## src/rtl/tas_pkg.sv

```systemverilog
package tas_pkg;
  localparam int TAS_DW = 8;

  typedef enum logic [1:0] {
    TAS_IDLE  = 2'd0,
    TAS_FIRST = 2'd1,
    TAS_OPEN  = 2'd2
  } tas_state_e;

  localparam logic [TAS_DW-1:0] TAS_KEY_A    = 8'hAA;
  localparam logic [TAS_DW-1:0] TAS_KEY_B    = 8'h55;
  localparam logic [TAS_DW-1:0] TAS_KEY_RST  = 8'hFF;
endpackage

```

## src/rtl/tas_addr_decode.sv

```systemverilog
module tas_addr_decode #(
  parameter int                         ADDR_W     = 8,
  parameter int                         NUM_PROT   = 3,
  parameter logic [ADDR_W-1:0]          TA_ADDR    = 8'h3A,
  parameter logic [NUM_PROT*ADDR_W-1:0] PROT_ADDRS = {8'h12, 8'h11, 8'h10}
) (
  input  logic                wr_en,
  input  logic [ADDR_W-1:0]   wr_addr,
  output logic                key_hit,
  output logic [NUM_PROT-1:0] prot_hit
);
  assign key_hit = wr_en && (wr_addr == TA_ADDR);

  for (genvar g = 0; g < NUM_PROT; g++) begin : g_match
    assign prot_hit[g] = wr_en && (wr_addr == PROT_ADDRS[g*ADDR_W +: ADDR_W]);
  end
endmodule

```

## src/rtl/tas_key_fsm.sv

```systemverilog
module tas_key_fsm
  import tas_pkg::*;
#(
  parameter int WINDOW = 4
) (
  input  logic              clk,
  input  logic              rst_n,
  input  logic              key_hit,
  input  logic [TAS_DW-1:0] key_data,
  input  logic              prot_any,
  output tas_state_e        state,
  output logic [TAS_DW-1:0] key_reg
);
  localparam int CW = (WINDOW < 2) ? 1 : $clog2(WINDOW);
  localparam logic [CW-1:0] LOAD = CW'(WINDOW - 1);

  tas_state_e    state_q, state_d;
  logic [CW-1:0] left_q, left_d;

  always_comb begin
    state_d = state_q;
    left_d  = left_q;
    if (key_hit) begin
      if (state_q == TAS_FIRST) begin
        if (key_data == TAS_KEY_B) begin
          state_d = TAS_OPEN;
          left_d  = LOAD;
        end else begin
          state_d = TAS_IDLE;
        end
      end else begin
        state_d = (key_data == TAS_KEY_A) ? TAS_FIRST : TAS_IDLE;
      end
    end else begin
      unique case (state_q)
        TAS_FIRST: state_d = TAS_IDLE;
        TAS_OPEN: begin
          if (prot_any || left_q == '0) state_d = TAS_IDLE;
          else                          left_d  = left_q - 1'b1;
        end
        default: state_d = state_q;
      endcase
    end
  end

  always_ff @(posedge clk or negedge rst_n) begin
    if (!rst_n) begin
      state_q <= TAS_IDLE;
      left_q  <= '0;
      key_reg <= TAS_KEY_RST;
    end else begin
      state_q <= state_d;
      left_q  <= left_d;
      if (key_hit) key_reg <= key_data;
    end
  end

  assign state = state_q;
endmodule

```

## src/rtl/tas_bit_qualify.sv

```systemverilog
module tas_bit_qualify
  import tas_pkg::*;
#(
  parameter int                         NUM_PROT   = 3,
  parameter logic [NUM_PROT*TAS_DW-1:0] PROT_MASKS = {8'hFF, 8'h81, 8'h0C}
) (
  input  logic [NUM_PROT-1:0] prot_hit,
  input  logic                open,
  output logic [TAS_DW-1:0]   bit_en
);
  logic [TAS_DW-1:0] lane [NUM_PROT];

  for (genvar g = 0; g < NUM_PROT; g++) begin : g_lane
    assign lane[g] = !prot_hit[g] ? '0 :
                     open         ? '1 : ~PROT_MASKS[g*TAS_DW +: TAS_DW];
  end

  always_comb begin
    bit_en = '0;
    for (int i = 0; i < NUM_PROT; i++) bit_en |= lane[i];
  end
endmodule

```

## src/rtl/timed_access_guard.sv

```systemverilog
module timed_access_guard
  import tas_pkg::*;
#(
  parameter int                         ADDR_W     = 8,
  parameter int                         NUM_PROT   = 3,
  parameter int                         WINDOW     = 4,
  parameter logic [ADDR_W-1:0]          TA_ADDR    = 8'h3A,
  parameter logic [NUM_PROT*ADDR_W-1:0] PROT_ADDRS = {8'h12, 8'h11, 8'h10},
  parameter logic [NUM_PROT*8-1:0]      PROT_MASKS = {8'hFF, 8'h81, 8'h0C}
) (
  input  logic                clk,
  input  logic                rst_n,
  input  logic                wr_en,
  input  logic [ADDR_W-1:0]   wr_addr,
  input  logic [7:0]          wr_data,
  output logic [NUM_PROT-1:0] prot_sel,
  output logic [7:0]          wr_bit_en,
  output logic                window_open,
  output logic [1:0]          seq_state,
  output logic [7:0]          ta_value
);
  logic       key_hit;
  tas_state_e state;

  tas_addr_decode #(
    .ADDR_W(ADDR_W), .NUM_PROT(NUM_PROT),
    .TA_ADDR(TA_ADDR), .PROT_ADDRS(PROT_ADDRS)
  ) u_dec (
    .wr_en(wr_en), .wr_addr(wr_addr),
    .key_hit(key_hit), .prot_hit(prot_sel)
  );

  tas_key_fsm #(.WINDOW(WINDOW)) u_fsm (
    .clk(clk), .rst_n(rst_n),
    .key_hit(key_hit), .key_data(wr_data),
    .prot_any(|prot_sel),
    .state(state), .key_reg(ta_value)
  );

  assign window_open = (state == TAS_OPEN);
  assign seq_state   = state;

  tas_bit_qualify #(.NUM_PROT(NUM_PROT), .PROT_MASKS(PROT_MASKS)) u_qual (
    .prot_hit(prot_sel), .open(window_open), .bit_en(wr_bit_en)
  );
endmodule

```

## config.mk

```make
export PLATFORM = sky130hd
export DESIGN_NAME = timed_access_guard
export DESIGN_NICKNAME = d
export VERILOG_FILES = /design/src/rtl/tas_pkg.sv /design/src/rtl/tas_addr_decode.sv /design/src/rtl/tas_key_fsm.sv /design/src/rtl/tas_bit_qualify.sv /design/src/rtl/timed_access_guard.sv
export SDC_FILE = /design/constraint.sdc
export NUM_CORES = 1
export LEC_CHECK = 0
export ABC_AREA = 1
export BUFFER_PORTS_ARGS = -buffer_cell sky130_fd_sc_hd__buf_2
export CORE_UTILIZATION = 45
export DETAILED_ROUTE_END_ITERATION = 6
export HOLD_SLACK_MARGIN = 0.02
export PLACE_DENSITY_LB_ADDON = 0.2
export SETUP_SLACK_MARGIN = 0.05
export SYNTH_ARGS = -nofsm -noshare
export SYNTH_HDL_FRONTEND = slang
export SYNTH_SLANG_ARGS = --single-unit
```

## constraint.sdc

```tcl
create_clock -name clk -period 3.9 [get_ports clk]
set_clock_uncertainty 0.05 [all_clocks]
set_input_delay 0.78 -clock clk [delete_from_list [all_inputs] [get_ports clk]]
set_output_delay 0.78 -clock clk [all_outputs]
set_load 0.005 [all_outputs]
```

==> results of run 1 <==
[critical path: stages]
cell and delay [ps]:
buf_2 100, inv_1 60, nand2_2 80, nor2_1 180, o211ai_1 170, or2_1 240
o21ai_0 90, buf_2 150
[Yosys cell counts, types with 2 or more instances]
cell type,count
dfrtp_1,4
nor2_1,10
buf_4,5
dfstp_2,8
nand2_1,19
inv_1,18
o21ai_2,4
nand4_1,2
o21ai_1,3
nand3_2,2
inv_2,2
o21ai_0,4
nand2_2,6
a21oi_1,2
nand3_1,6
or2_1,2
[metrics by stage]
step,setup WS [ps],hold slack (ps),total power (W),instance area [um2]
final,1220,319,0.000269,1040
after global routing,1060,326,0.000285,1040
after CTS,1220,318,0.000274,1040
after detailed placement,1220,405,0.000174,1000
after global placement,1280,402,0.000173,1000
after floorplan,1390,401,0.000154,818
[power groups by stage]
stage / sequential (W) / combinational (W) / clock [W]
2_1_floorplan: 0.000138 / 0.0000166 / 0
3_3_place_gp: 0.000137 / 0.0000365 / 0
3_5_place_dp: 0.000137 / 0.0000371 / 0
4_1_cts: 0.000135 / 0.0000373 / 0.000102
5_1_grt: 0.000136 / 0.0000424 / 0.000107
6_report: 0.000135 / 0.0000368 / 0.0000972
[per-layer routing]
layer | routed length (um) | up-vias | GRT usage
li1 | - | 404 | -
met1 | 745 | 351 | 0.223
met2 | 774 | 21 | 0.318
met3 | 99 | 0 | 0.0735
met4 | 0 | 0 | 0.0182
met5 | 0 | - | 0
[final cells by class]
type	instances	share of cell area
timing repair buffer	40	0.193
sequential	12	0.299
multi-input combinational	67	0.364
clock buffer	4	0.0350
tap	25	0.0302
inverter	21	0.0784
[cell families after synthesis]
| group | after synthesis |
|---|---|
| AO/OA/AOI/OAI | 14 |
| adder cells (fa/ha/maj) | 1 |
| buffers and inverters | 27 |
| flip-flops | 12 |
| AND/OR/NAND/NOR | 52 |
[how the worst min path moves through the flow]
stage / depth (start not counted) / slack, ps / from / to
final: 1 / 320 / rst_n / u_fsm.state[0]
after global routing: 1 / 330 / rst_n / u_fsm.state[0]
after CTS: 1 / 320 / rst_n / u_fsm.state[0]
after detailed placement: 2 / 410 / u_fsm.key_reg[4] / u_fsm.key_reg[4]
after global placement: 2 / 400 / u_fsm.key_reg[1] / u_fsm.key_reg[1]
after floorplan: 2 / 400 / u_fsm.key_reg[1] / u_fsm.key_reg[1]
[placed cells by master (no fill, tap or decap), types with 3 or more instances in the layout]
| cell type | instances |
|---|---|
| inv_1 | 18 |
| o21ai_2 | 4 |
| buf_2 | 40 |
| clkbuf_4 | 3 |
| nand2_2 | 6 |
| dfrtp_1 | 4 |
| nand3_1 | 6 |
| nor2_1 | 10 |
| o21ai_1 | 3 |
| o21ai_0 | 4 |
| nand2_1 | 19 |
| dfstp_2 | 8 |
==> key figures, run 1 <==
Outcome
  – Status: finished, final reports clean

Floorplanning
  – # IOs: 41
  – Chip width: 44.6 um
  – Number of core rows: 15
  – Initial Utilization: 0.479
  – Die Ht: 44.6 um
  – Placeable core region: 0.00171 mm2
  – Die ar.: 0.00199 mm2

CTS
  – TritonCTS clock tree: built
  – Root Driver: clkbuf_4
  – Resized cells post-CTS: 0
  – Clock transition at path regs: 80 ps
  – Setup repair bufs after CTS: 0
  – TritonCTS buffer count: 3
  – Hold_buf cts: 0
  – Clk buf depth: 2
  – CTS sink count: 12
  – Htree depth: 1
  – Worst-Skew Late Latency: 270 ps

Detailed routing
  – Router iterations before antenna repair: 4
  – Via Count: 776
  – Initial drt markers: 7
  – Detail Route Antenna Nets: 0
  – Final WL: 1620 um
  – Remaining DRCs: 0
  – DR vias/cell: 4.59
  – Routed length per placed instance: 9.57 um

Yosys
  – Largest family of logic cells by synthesized area: simple AND/OR/NAND/NOR gates
  – Mapped Cells: 106
  – Compound-Gate Fraction of Synth Area: 0.107
  – Seq/Total Area, Yosys: 0.379
  – Post-synthesis simple-gate area fraction: 0.339
  – Ys async rst share: 1.00
  – Xor and xnor area share after synthesis: 0
  – Post-synth EDFFs: 0
  – Flops & latches, synth: 12
  – Adder-cell share of the synthesized area: 0.0153
  – Synth Area per Inst: 7.72 um2
  – Main synth FF type: dfstp_2
  – Syn nets: 126
  – Syn. warnings: 0
  – Cell variety after synth: 25
  – Yosys top cell by area: dfstp_2
  – Post-Syn Area: 818 um2
  – Synth top area share: 0.257
  – Mux contribution to synthesized area: 0
  – Synth top area cells: dfstp_2 26%, dfrtp_1 12%, nand2_1 8.7%

Global route
  – GR Overflow Total: 0
  – Initial antenna violation count: 0
  – First-pass GRT wire length: 2680 um
  – Largest net degree at the start of global routing: 15
  – GRT Util Overall: 0.184
  – Number of global-route vias before repair: 673

Finish
  – Layout area overhead: 26.8%
  – ANT cells: 0
  – Max FFs per register: 8
  – Final net count: 165
  – Fill count: 171
  – Core Util, Final: 0.607
  – Multi-input logic area: 378 um2
  – Layout Cells excl Fill: 169
  – Fraction of layout cells with a size suffix above 1: 0.486
  – Sequential Area: 310 um2

Placement
  – Hpwl dp: 1320 um
  – Number of I/O port buffers: 40
  – Placer Congestion: 0.727
  – Placed Instances: 165

Job
  – # Max-Cap Violations: 0

Pwr
  – Worst vdd ir: 0.273 mV
  – Static Leakage: 0.633 nW
  – Reg power frac: 0.502
  – Sw Ratio: 0.236
  – Int Pwr: 0.000206 W
  – Gate power share: 0.137
  – Net Switching: 0.0000636 W
  – Clock share of power: 0.361
  – Power Density: 260 mW/mm2

STA
  – Max-slew violations: 0
  – Final hold vios: 0
  – RSZ-0062 raised after global routing: no
  – Worst-margin pin slew: 302 ps
  – Period minus WS final: 2680 ps
  – Final setup violation count: 0
  – Period utilization: 0.687
  – Relative slew slack: 0.796
  – Setup TNS: 0 ps
  – Maximum clock rate: 373 MHz

Setup path
  – WP data required: 3070 ps
  – Crit path max fanout: 3
  – Critical Path End: wr_bit_en[3]
  – Reg2Reg Depth: 8
  – R2R setup slack: 2650 ps
  – Worst Setup End Kind: output pin
  – RR Endpoint: u_fsm.left_q[1]
  – CP startpoint: wr_addr[2]
  – Critical path type: input port to output pin
  – CP Data Arrival Time: 1850 ps
  – Worst r2r src: u_fsm.state[0]
  – Critical Path Source Type: input port

Worst hold path
  – Worst hold path class: input port to asynchronous set/reset pin
No activity file was read; power rests on OpenSTA's default activity.
==> run 2, diff against run 1 <==
--- a/config.mk
+++ b/config.mk
@@ -7,7 +7,7 @@
 export LEC_CHECK = 0
 export ABC_AREA = 1
 export BUFFER_PORTS_ARGS = -buffer_cell sky130_fd_sc_hd__buf_2
-export CORE_UTILIZATION = 45
+export CORE_UTILIZATION = 44
 export DETAILED_ROUTE_END_ITERATION = 6
 export HOLD_SLACK_MARGIN = 0.02
 export PLACE_DENSITY_LB_ADDON = 0.2
==> constraint.sdc (replaced) <==
create_clock -name clk -period 2.6 [get_ports clk]
set_clock_uncertainty 0.05 [all_clocks]
set_input_delay 0.52 -clock clk [delete_from_list [all_inputs] [get_ports clk]]
set_output_delay 0.52 -clock clk [all_outputs]
set_load 0.005 [all_outputs]
==> run 2 against run 1 <==
Wire length is 4.0% higher. Setup slack worse by 760 ps. Cell area is 0.96% lower. First-iteration DRC count rose by 71%. Via count fell by 0.52%. Sequential power is 50% higher. Combinational power up 51%. Die area increased by 2.2%. Non-clock buffer count unchanged. Sequential share of layout area increased by 0.29 points. Final cell count stayed put. Register-to-register slack got worse by 1300 ps. Highest routed layer unchanged.
==> key figures, run 2 (synthesized netlist as in run 1, its figures left out) <==
CTS
  – TritonCTS clock tree: built
  – Setup repair bufs after CTS: 0
  – Resized cells post-CTS: 0
  – CTS sink count: 12
  – TritonCTS buffer count: 3
  – Hold_buf cts: 0
  – Clock transition at path regs: 70 ps
  – Worst-Skew Late Latency: 270 ps
  – Clk buf depth: 2
  – Root Driver: clkbuf_4
  – Htree depth: 1

Global route
  – First-pass GRT wire length: 2560 um
  – GR Overflow Total: 0
  – GRT Util Overall: 0.174
  – Number of global-route vias before repair: 620
  – Largest net degree at the start of global routing: 15
  – Initial antenna violation count: 0

Setup path
  – Slowest cell delay on critical path: 250 ps
  – Worst Setup End Kind: output pin
  – RR Endpoint: u_fsm.left_q[0]
  – R2R setup slack: 1330 ps
  – CP Data Arrival Time: 1570 ps
  – Worst r2r src: u_fsm.state[0]
  – Critical path type: input port to output pin
  – CP startpoint: wr_addr[2]
  – Critical path, cell by cell: buf_2 > inv_1 > nand2_2 > nor2_1 > o211ai_1 > or2_1 > o21ai_0 > buf_2
  – Crit path max fanout: 3
  – Critical-path cell with the highest stage delay: or2_1
  – Critical Path End: wr_bit_en[3]
  – Crit path top cell by count: buf_2
  – WP data required: 2030 ps
  – Critical Path Source Type: input port
  – Reg2Reg Depth: 8

Detailed routing
  – Routed length per placed instance: 9.95 um
  – Detail Route Antenna Nets: 0
  – Metal3 WL: 98 um
  – Initial drt markers: 12
  – Remaining DRCs: 0
  – Wire length on met2: 845 um
  – Top sig layer: met3
  – Met1 Wirelength: 738 um
  – Via Count: 772
  – Final WL: 1680 um
  – DR vias/cell: 4.57
  – Router iterations before antenna repair: 4

Finish
  – Sequential Area: 310 um2
  – Commonest cells after routing, fill and taps aside: 40 x buf_2, 19 x nand2_1, 18 x inv_1
  – Multi-input logic area: 378 um2
  – Most common cell after layout, fill and taps aside: buf_2
  – ANT cells: 0
  – Final net count: 165
  – Layout area overhead: 25.5%
  – Max FFs per register: 8
  – Fraction of layout cells with a size suffix above 1: 0.479
  – Design Area, Final: 0.00103 mm2
  – Fill count: 177

STA
  – Maximum clock rate: 468 MHz
  – Period utilization: 0.822
  – Worst-margin pin slew: 355 ps
  – RSZ-0062 raised after global routing: no
  – Relative slew slack: 0.761
  – Final setup violation count: 0
  – Period minus WS final: 2140 ps
  – Max-slew violations: 0
  – Final hold vios: 0
  – Setup TNS: 0 ps

Pwr
  – Sw Ratio: 0.245
  – Clock share of power: 0.310
  – Worst vdd ir: 0.264 mV
  – Reg power frac: 0.542
  – Gate power share: 0.148
  – Power Density: 364 mW/mm2
  – Static Leakage: 0.627 nW
  – Int Pwr: 0.000283 W
  – Net Switching: 0.0000917 W

Placement
  – Hpwl dp: 1390 um
  – DP Area: 0.00100 mm2
  – Placer Congestion: 0.827
  – Number of I/O port buffers: 40

Floorplanning
  – # IOs: 41
  – Die ar.: 0.00204 mm2
  – Placeable core region: 0.00173 mm2
  – Chip width: 45.1 um
  – Number of core rows: 15
  – Initial Utilization: 0.474
  – Die Ht: 45.1 um

Worst hold path
  – Worst hold path class: input port to asynchronous set/reset pin

Outcome
  – Status: finished, final reports clean

Job
  – # Max-Cap Violations: 0
==> run 2: changes by cell type in the layout (fill, tap and decap cells not counted) <==
| cell | previous run | this run |
|---|---|---|
| clkbuf_8 | 1 | 0 |
| clkbuf_1 | 0 | 1 |
==> run 2: area by class of cell <==
class | count | share of cell area
flip-flops and latches | 12 | 0.302
multi-input cells | 67 | 0.368
clock buffers | 4 | 0.0256
repair buffers | 40 | 0.195
well taps | 25 | 0.0305
inverters | 21 | 0.0792
==> run 2: worst min-delay path by stage <==
stage / slack (ps) / end / from
4_1_cts: 60 / u_fsm.left_q[1] / rst_n
3_5_place_dp: 360 / u_fsm.left_q[0] / rst_n
3_3_place_gp: 360 / u_fsm.left_q[0] / rst_n
5_1_grt: 60 / u_fsm.left_q[1] / rst_n
2_1_floorplan: 170 / u_fsm.left_q[0] / rst_n
6_report: 70 / u_fsm.left_q[1] / rst_n
==> run 2: power groups by stage <==
stage                     sequential [W]  combinational (W)  clock, W
final                           0.000203          0.0000555  0.000116
after global routing            0.000203          0.0000630  0.000132
after CTS                       0.000203          0.0000561  0.000124
after global placement          0.000205          0.0000547         0
after detailed placement        0.000206          0.0000557         0
after floorplan                 0.000207          0.0000249         0
==> run 2: per-stage QoR <==
step | worst slack [ps] | utilization | power (W) | instances | hold WS [ps]
2_1_floorplan | 614 | - | 0.000232 | 106 | 174
5_1_grt | 314 | 0.595 | 0.000399 | 169 | 63.2
6_report | 462 | 0.595 | 0.000374 | 169 | 65.4
3_3_place_gp | 485 | 0.580 | 0.000260 | 165 | 355
4_1_cts | 453 | 0.595 | 0.000383 | 169 | 58.7
3_5_place_dp | 454 | 0.580 | 0.000261 | 165 | 358
==> run 2: worst max-delay path: cells and delay by family <==
kind                   cells  cell delay (ps)
AND/OR/NAND/NOR            3              500
buffers and inverters      3              290
AO/OA/AOI/OAI              2              250
==> run 2: routing by layer <==
layer | vias to the layer above | track usage
li1 | 405 | -
met1 | 350 | 0.197
met2 | 17 | 0.310
met3 | 0 | 0.0760
met4 | 0 | 0.0182
met5 | - | 0
==> run 3, diff against run 2 <==
==> constraint.sdc (replaced) <==
create_clock -name clk -period 2.1 [get_ports clk]
set_clock_uncertainty 0.05 [all_clocks]
set_input_delay 0.42 -clock clk [delete_from_list [all_inputs] [get_ports clk]]
set_output_delay 0.42 -clock clk [all_outputs]
set_load 0.005 [all_outputs]
==> run 3 against run 2 <==
Wire length grew 0.77%. Critical path type unchanged. Critical endpoint unchanged. Cell area grew 1.5%. Utilization grew 0.87 points. Via count grew 0.13%.
==> key figures, run 3 (synthesized netlist as in run 1, its figures left out) <==
Outcome
  – Status: finished, final reports clean

Pwr
  – Final Power: 0.000466 W
  – Static Leakage: 0.631 nW
  – Power Density: 447 mW/mm2
  – Worst vdd ir: 0.328 mV

Global route
  – Initial antenna violation count: 0
  – GRT Util Overall: 0.174
  – GR Overflow Total: 0
  – Largest net degree at the start of global routing: 15
  – Number of global-route vias before repair: 620
  – First-pass GRT wire length: 2560 um

CTS
  – CTS sink count: 12
  – TritonCTS buffer count: 3
  – Root Driver: clkbuf_4
  – Clock transition at path regs: 70 ps
  – Setup repair bufs after CTS: 0
  – Clk buf depth: 2
  – Worst-Skew Late Latency: 270 ps
  – Htree depth: 1
  – TritonCTS clock tree: built

Detailed routing
  – Via Count: 773
  – Remaining DRCs: 0
  – Detail Route Antenna Nets: 0
  – Final WL: 1700 um
  – DR vias/cell: 4.55
  – Initial drt markers: 12
  – Router iterations before antenna repair: 4
  – Routed length per placed instance: 9.97 um

Setup path
  – CP Depth: 8
  – Critical path, cell by cell: buf_2 > inv_1 > nand2_2 > nor2_2 > o211ai_1 > or2_1 > o21ai_0 > buf_2
  – Critical path type: input port to output pin
  – Worst Setup End Kind: output pin
  – Critical-path cell with the highest stage delay: or2_1
  – CP Data Arrival Time: 1410 ps
  – Slowest cell delay on critical path: 240 ps
  – WP data required: 1630 ps
  – Crit path top cell by count: buf_2
  – Critical Path Source Type: input port
  – CP top delay family: simple AND/OR/NAND/NOR gates
  – Reg2Reg Depth: 8
  – WP buf/inv: 3
  – Crit path max fanout: 3

Finish
  – Final net count: 166
  – Layout area overhead: 27.4%
  – Fill count: 174
  – Multi-input logic area: 383 um2
  – Sequential Area: 310 um2
  – Most common cell after layout, fill and taps aside: buf_2
  – Commonest cells after routing, fill and taps aside: 40 x buf_2, 19 x nand2_1, 18 x inv_1
  – ANT cells: 0
  – Layout Cells excl Fill: 170
  – Fraction of layout cells with a size suffix above 1: 0.490
  – Max FFs per register: 8

STA
  – Final WS setup: 219 ps
  – Period utilization: 0.896
  – Final hold vios: 0
  – Maximum clock rate: 532 MHz
  – Period minus WS final: 1880 ps
  – Relative slew slack: 0.759
  – Final setup violation count: 0
  – Max-slew violations: 0
  – Worst-margin pin slew: 358 ps
  – Setup TNS: 0 ps
  – RSZ-0062 raised after global routing: no

Placement
  – Post-Place Worst Slack: 154 ps
  – Placed Instances: 165
  – Number of I/O port buffers: 40
  – Hpwl dp: 1390 um
  – Placer Congestion: 0.827

Worst hold path
  – Worst hold path class: input port to register
  – Hold depth: 3

Floorplanning
  – Die Ht: 45.1 um
  – Number of core rows: 15
  – # IOs: 41
  – Die ar.: 0.00204 mm2
  – Placeable core region: 0.00173 mm2
  – Chip width: 45.1 um
  – Initial Utilization: 0.474

Job
  – # Max-Cap Violations: 0
-- run 3: cell types whose count changed in the layout (fill, tap and decap cells not counted) --
cell	previous run	this run
dlygate4sd3_1	0	1
nor2_2	0	2
nor2_1	10	8
-- run 3: through the flow --
step	utilization	hold WS [ps]	area, um2
4_1_cts	0.601	317	1040
6_report	0.604	328	1040
3_5_place_dp	0.580	258	1000
5_1_grt	0.604	319	1040
3_3_place_gp	0.580	255	1000
2_1_floorplan	-	74.4	818
-- run 3: layer usage --
layer / global-route usage / vias up / wire [um]
met5: 0 / - / 0
met4: 0.0182 / 0 / 0
met3: 0.0760 / 0 / 98
met2: 0.310 / 17 / 869
met1: 0.197 / 349 / 727
li1: - / 407 / -
-- run 3: what timing repair did --
item                       CTS  global route
hold buffers                 1             0
gates resized for setup      0             2
setup endpoints to repair    0             5
hold endpoints to repair     4             0
-- run 3: final cells by class --
class | instances | area share
clock buffer | 4 | 0.0252
inverter | 21 | 0.0780
multi-input combinational | 67 | 0.367
sequential | 12 | 0.298
tap | 25 | 0.0300
timing repair buffer | 41 | 0.202
-- run 3: power breakdown --
group | switching [W] | internal (W)
logic | 0.0000396 | 0.0000314
registers | 0.00000447 | 0.000246
clock network | 0.0000703 | 0.0000735
-- run 3: final timing paths --
check	endpoint	from	slack [ps]
setup / recovery	wr_bit_en[3]	wr_addr[2]	220
hold / removal	u_fsm.key_reg[1]	wr_data[1]	330
setup reg to reg	u_fsm.left_q[0]	u_fsm.state[0]	820
hold reg to reg	u_fsm.key_reg[4]	u_fsm.key_reg[4]	410
max in group asynchronous	u_fsm.key_reg[1]	rst_n	1220
min in group asynchronous	u_fsm.left_q[1]	rst_n	500
-- run 3: worst reg2reg max path: cells and delay by family (launching register included) --
family	cells	cell delay [ps]
buf+inv	1	70
simple gates	7	730
flops	1	370
